## src/rtl/cfg_regs_pkg.sv

```systemverilog
package cfg_regs_pkg;

    localparam int NUM_SEL   = 4;
    localparam int SEL_W     = 16;
    localparam int REG_COUNT = 11;

    typedef enum logic [3:0] {
        RG_REMAP  = 4'd0,
        RG_CFG1   = 4'd1,
        RG_SEL0   = 4'd2,
        RG_SEL1   = 4'd3,
        RG_SEL2   = 4'd4,
        RG_SEL3   = 4'd5,
        RG_SRAMCS = 4'd6,
        RG_CFG2   = 4'd7,
        RG_WP1    = 4'd8,
        RG_KEY    = 4'd9,
        RG_WP2    = 4'd10,
        RG_NONE   = 4'd15
    } reg_id_e;

    localparam logic [31:0] REMAP_MASK     = 32'h0000_0107;
    localparam logic [31:0] CFG1_MASK      = 32'hFCFF_0100;
    localparam logic [31:0] CFG1_CLR_ONLY  = 32'h0000_0001;
    localparam logic [31:0] CFG1_RESET     = 32'h7C00_0001;
    localparam logic [31:0] CFG2_LOCKS     = 32'h0000_000F;
    localparam logic [31:0] CFG2_PAR_FLAG  = 32'h0000_0100;
    localparam logic [31:0] KEY_MASK       = 32'h0000_00FF;

    typedef struct packed {
        logic [31:0]                      remap;
        logic [31:0]                      cfg1;
        logic [NUM_SEL-1:0][SEL_W-1:0]    sel;
        logic [31:0]                      cfg2;
        logic [31:0]                      wp1;
        logic [31:0]                      key;
        logic [31:0]                      wp2;
    } bank_t;

    typedef struct packed {
        logic        ready;
        logic        err;
        logic [31:0] rdata;
    } resp_t;

endpackage

```

## src/rtl/cfg_addr_decode.sv

```systemverilog
module cfg_addr_decode
    import cfg_regs_pkg::*;
#(
    parameter int ADDR_W = 10
) (
    input  logic [ADDR_W-1:0] addr,
    output reg_id_e           id
);
    localparam int IDX_W = ADDR_W - 2;

    logic [IDX_W-1:0] widx;

    always_comb begin
        widx = addr[ADDR_W-1:2];
        id   = RG_NONE;
        if (addr[1:0] == 2'b00 && widx < IDX_W'(REG_COUNT)) begin
            id = reg_id_e'(widx[3:0]);
        end
    end
endmodule

```

## src/rtl/cfg_reg_bank.sv

```systemverilog
module cfg_reg_bank
    import cfg_regs_pkg::*;
(
    input  logic                     clk,
    input  logic                     rst_n,
    input  logic                     wr_en,
    input  reg_id_e                  id,
    input  logic [31:0]              wdata,
    input  logic                     parity_set,
    output logic [31:0]              rd_val,
    output logic [NUM_SEL*SEL_W-1:0] sel_flat
);
    bank_t bank_d, bank_q;

    always_comb begin
        bank_d = bank_q;
        if (wr_en) begin
            case (id)
                RG_REMAP: bank_d.remap = wdata & REMAP_MASK;
                RG_CFG1:  bank_d.cfg1  = (bank_q.cfg1 & wdata & CFG1_CLR_ONLY)
                                       | (wdata & CFG1_MASK);
                RG_CFG2:  bank_d.cfg2  = (bank_q.cfg2 | (wdata & CFG2_LOCKS))
                                       & ~(wdata & CFG2_PAR_FLAG);
                RG_WP1:   bank_d.wp1   = bank_q.wp1 | wdata;
                RG_KEY:   bank_d.key   = wdata & KEY_MASK;
                RG_WP2:   bank_d.wp2   = bank_q.wp2 | wdata;
                default:  ;
            endcase
            for (int k = 0; k < NUM_SEL; k++) begin
                if (int'(id) == int'(RG_SEL0) + k) begin
                    bank_d.sel[k] = wdata[SEL_W-1:0];
                end
            end
        end
        if (parity_set) begin
            bank_d.cfg2 = bank_d.cfg2 | CFG2_PAR_FLAG;
        end
    end

    always_ff @(posedge clk) begin
        if (!rst_n) begin
            bank_q      <= '0;
            bank_q.cfg1 <= CFG1_RESET;
        end else begin
            bank_q <= bank_d;
        end
    end

    always_comb begin
        rd_val = '0;
        case (id)
            RG_REMAP: rd_val = bank_q.remap;
            RG_CFG1:  rd_val = bank_q.cfg1;
            RG_CFG2:  rd_val = bank_q.cfg2;
            RG_WP1:   rd_val = bank_q.wp1;
            RG_KEY:   rd_val = bank_q.key;
            RG_WP2:   rd_val = bank_q.wp2;
            default:  rd_val = '0;
        endcase
        for (int k = 0; k < NUM_SEL; k++) begin
            if (int'(id) == int'(RG_SEL0) + k) begin
                rd_val = {{(32-SEL_W){1'b0}}, bank_q.sel[k]};
            end
        end
    end

    for (genvar g = 0; g < NUM_SEL; g++) begin : g_sel_out
        assign sel_flat[g*SEL_W +: SEL_W] = bank_q.sel[g];
    end


    clr_only_bit_chk: assert property (@(posedge clk) disable iff (!rst_n)
        !bank_q.cfg1[0] |=> !bank_q.cfg1[0]);


    lock_sticky_chk: assert property (@(posedge clk) disable iff (!rst_n)
        (($past(bank_q.cfg2[3:0]) & ~bank_q.cfg2[3:0]) == 4'b0));


    prot_accum_chk: assert property (@(posedge clk) disable iff (!rst_n)
        ((($past(bank_q.wp1) & ~bank_q.wp1) | ($past(bank_q.wp2) & ~bank_q.wp2)) == 32'b0));


    parity_wins_chk: assert property (@(posedge clk) disable iff (!rst_n)
        parity_set |=> bank_q.cfg2[8]);
endmodule

```

## src/rtl/sys_cfg_regs.sv

```systemverilog
module sys_cfg_regs
    import cfg_regs_pkg::*;
#(
    parameter int ADDR_W = 10
) (
    input  logic              clk,
    input  logic              rst_n,
    input  logic              bus_req,
    input  logic              bus_we,
    input  logic [ADDR_W-1:0] bus_addr,
    input  logic [31:0]       bus_wdata,
    output logic [31:0]       bus_rdata,
    output logic              bus_ready,
    output logic              bus_err,
    input  logic              parity_err_in,
    output logic [63:0]       src_sel
);
    localparam int SEL_BUS_W = NUM_SEL * SEL_W;

    reg_id_e               id;
    logic [31:0]           rd_val;
    logic                  wr_en;
    logic [SEL_BUS_W-1:0]  sel_flat;
    resp_t                 resp_d, resp_q;

    cfg_addr_decode #(.ADDR_W(ADDR_W)) u_dec (
        .addr (bus_addr),
        .id   (id)
    );

    assign wr_en = bus_req && bus_we && (id != RG_NONE);

    cfg_reg_bank u_bank (
        .clk        (clk),
        .rst_n      (rst_n),
        .wr_en      (wr_en),
        .id         (id),
        .wdata      (bus_wdata),
        .parity_set (parity_err_in),
        .rd_val     (rd_val),
        .sel_flat   (sel_flat)
    );

    always_comb begin
        resp_d.ready = bus_req;
        resp_d.err   = bus_req && (id == RG_NONE);
        resp_d.rdata = (bus_req && !bus_we) ? rd_val : 32'b0;
    end

    always_ff @(posedge clk) begin
        if (!rst_n) begin
            resp_q <= '0;
        end else begin
            resp_q <= resp_d;
        end
    end

    assign bus_ready = resp_q.ready;
    assign bus_err   = resp_q.err;
    assign bus_rdata = resp_q.rdata;
    assign src_sel   = 64'(sel_flat);


    ready_follows_req_chk: assert property (@(posedge clk) disable iff (!rst_n)
        bus_req |=> bus_ready);


    no_spurious_ready_chk: assert property (@(posedge clk) disable iff (!rst_n)
        bus_ready |-> $past(bus_req));


    err_with_ready_chk: assert property (@(posedge clk) disable iff (!rst_n)
        bus_err |-> (bus_ready && bus_rdata == 32'b0));
endmodule

```

## config.mk

```make
export PLATFORM = sky130hd
export DESIGN_NAME = sys_cfg_regs
export DESIGN_NICKNAME = d
export VERILOG_FILES = /design/src/rtl/cfg_regs_pkg.sv /design/src/rtl/cfg_addr_decode.sv /design/src/rtl/cfg_reg_bank.sv /design/src/rtl/sys_cfg_regs.sv
export SDC_FILE = /design/constraint.sdc
export NUM_CORES = 1
export LEC_CHECK = 0
export ABC_AREA = 1
export BUFFER_PORTS_ARGS = -buffer_cell sky130_fd_sc_hd__buf_2
export CORE_MARGIN = 1
export CORE_UTILIZATION = 45
export DETAILED_ROUTE_END_ITERATION = 10
export GPL_ROUTABILITY_DRIVEN = 1
export PLACE_DENSITY_LB_ADDON = 0.08
export REMOVE_ABC_BUFFERS = 1
export SYNTH_ARGS = -nofsm -noshare
export SYNTH_HDL_FRONTEND = slang
export SYNTH_SLANG_ARGS = --single-unit
```

## constraint.sdc

```tcl
create_clock -name clk -period 1.9 [get_ports clk]
set_input_delay 0.38 -clock clk [delete_from_list [all_inputs] [get_ports clk]]
set_output_delay 0.38 -clock clk [all_outputs]
set_load 0.05 [all_outputs]
```

==> reports/metrics.yaml <==
sta:
  finalSetupViolCount: 0
  worst_pin_slew_ps: 651
  period_needed_ps: 1640
  min_period_over_period_pct: 86.4
  hold_viol: 0
  max_slew_margin_pct: 56.5
  fmax_mhz: 609
  setup_slack_ps: 258
  clock_skew_ps: 7.16
  slew_viol_final: 0
  rsz0062_at_grt: "no"
yosys:
  synth-seq-area-share_pct: 48.0
  synthAdderAreaFrac_pct: 0
  ys_warn_count: 0
  synth_seq_cells: 195
  muxShareOfSynthArea_pct: 0
  yosys.area_share.simple_pct: 16.6
  avgSynthCellArea_sq_um: 7.93
  synth-xor-area-share_pct: 0
  synth_top_family_by_area: "compound AO/OA/AOI/OAI gates"
  yosys.cell_types.count: 33
  synthCells: 1026
  synth_compound_gate_area_share_pct: 20.8
  synth_area_sq_um: 8130
clock_network:
  cts_tree: "built"
  cts_hold_buf: 0
  insertion_delay_ps: 420
  post_cts_buffers: 0
  htree_num_levels: 4
  clk_path_buf_depth: 2
  root_buffer: "clkbuf_16"
  clk_pin_slew_ps: 70
  cts_resized: 0
  cts.sink_count: 195
  cts_made_buffers: 17
power_and_ir_drop:
  vdd_drop_max_mv: 0.609
  pwr-share-comb_pct: 3.2
  cellLeakagePower_uw: 0.00412
  power_density_nw_per_um2: 813
  power_switching_uw: 1770
  p_seq_share_pct: 52.2
  p_total_uw: 7840
  clockPowerShare_pct: 44.7
  internal_power_uw: 6070
  swShare_pct: 22.6
finish:
  multi_input_area_sq_um: 3040
  fin_nets: 1196
  nFillCells: 1678
  area_growth_pct: 18.6
  finalNonFillerCells: 1387
  diodes: 0
  drive_above_1_share_pct: 26.7
  ff_latch_area_sq_um: 3900
floorplan:
  pin_count: 145
  fp.dieH_um: 136
  die_w_um: 136
  num_rows: 48
  dieArea_sq_um: 18600
  initial_core_util_pct: 46.5
  core_sq_um: 17500
grt:
  grt_overflow: 0
  grt_pass1_wl_um: 33000
  grt_use_total_pct: 23.4
  grt_max_degree: 62
  antenna_found_initial: 0
  grt_pass1_vias: 6073
drt:
  totalWireLength_um: 21100
  drc: 0
  first_pass_iters: 5
  wl_per_cell_um: 15.2
  viasPerCell: 4.98
  postRouteAntennaNets: 0
  num_vias: 6905
  first_iter_violations: 393
run_status:
  outcome: "completed"
worst_setup_path:
  slowest_stage: "nor2_2"
  end_kind: "register"
  crit_path_max_incr_delay_ps: 270
  critPathKind: "input port to register"
  crit_required_ps: 2260
  critPathLaunchType: "input port"
  crit_fanout: 24
  path_cells: "buf_2 > nor2_1 > nand3_1 > nor2_2 > nand3_1 > nor2_2 > inv_2 > nor2_4 > buf_12 > nand2_1 > a21oi_1"
  cp.arrival_ps: 2000
flow_run:
  max-cap-violations: 0
placed_design:
  dpl_worst_slack_ps: -197
  place.gp.congestion: 0.796
  numPortBuffers: 144
  dp_cells: 1355
  dp_hpwl_um: 14900
min_path:
  min_path_type: "input port to register"
metrics by stage:
stage	utilization, %	TNS (ps)	hold slack (ps)	area (sq um)
after floorplan	-	-18390	429	7370
after global placement	51.9	-13690	436	9070
after detailed placement	51.9	-15480	442	9070
after CTS	55.2	0	168	9640
after global routing	55.2	0	166	9640
final	55.2	0	179	9640
flip-flops by register name (all words and copies together) (netlist names):
signal           cells
bus_ready            1
u_bank.bank_q       97
bus_rdata           32
u_bank.sel_flat     64
bus_err              1
critical path: cells and delay by family:
kind / cells / cell delay, ps
AOI/OAI and AO/OA: 1 / 120
and+or+nand+nor: 7 / 1080
buffers and inverters: 3 / 420
cell usage after synthesis (all sizes together):
cell type    n  area share (%)
a211oi       3            0.34
a21oi      188              12
a221oi       1            0.11
buf         96             8.6
clkbuf      16            0.74
clkinv       1           0.046
dfxtp      195              48
inv        112             5.2
nand2      167             8.4
nand3       20             1.4
nand3b       1           0.092
nand4        5            0.38
nor2        94             6.0
nor3         1            0.12
o211ai       2            0.18
o21ai       94             5.9
o221a        6            0.83
o221ai       7            0.75
o22ai       14             1.1
or2          3            0.23
final cells by class:
class                           count  share of cell area, %
Clock buffer                       20                   4.74
Tap cell                          225                   2.92
Timing Repair Buffer              216                   14.6
Sequential cell                   195                   40.5
Clock inverter                     12                   1.23
Multi-Input combinational cell    606                   31.6
Inverter                          113                   4.42
kinds of logic after synthesis:
logic type | Yosys count
AOI/OAI and AO/OA | 315
and+or+nand+nor | 291
DFF | 195
buffers and inverters | 225
power groups by stage:
stage	clock [uW]	sequential [uW]	combinational, uW
floorplan	0	4190	78.8
global placement	0	4180	250
detailed placement	0	4180	247
CTS	3580	4090	248
global route	3740	4090	269
finish	3500	4090	248
cell usage in the layout (no fill, tap or decap), drive strengths merged, types with 14 or more instances in the layout:
master  netlist  routed
o22ai        14      14
nand2       167     167
a21oi       188     188
dfxtp       195     195
inv         112     117
nand3        20      20
buf          96     216
clkbuf       16      20
o21ai        94      94
nor2         94      94
path summary, 6_finish.rpt:
| path | start | to | slack, ps | cells after the start |
|---|---|---|---|---|
| max | bus_addr[9] | u_bank.bank_q[81] | 260 | 11 |
| min | parity_err_in | u_bank.bank_q[104] | 180 | 3 |
| max reg2reg | u_bank.bank_q[96] | bus_rdata[0] | 850 | 6 |
| min reg2reg | u_bank.bank_q[64] | u_bank.bank_q[64] | 450 | 2 |
layer usage:
| layer | global-route usage [%] | vias to the layer above | part of all wire, % | wire length, um |
|---|---|---|---|---|
| met5 | 0 | - | 0 | 0 |
| met1 | 33.7 | 3168 | 49 | 10400 |
| li1 | - | 3548 | - | - |
| met2 | 36.1 | 171 | 45 | 9550 |
| met4 | 6.42 | 0 | 1.2 | 257 |
| met3 | 3.65 | 18 | 4.3 | 916 |
Power figures use the tool's default switching activity.
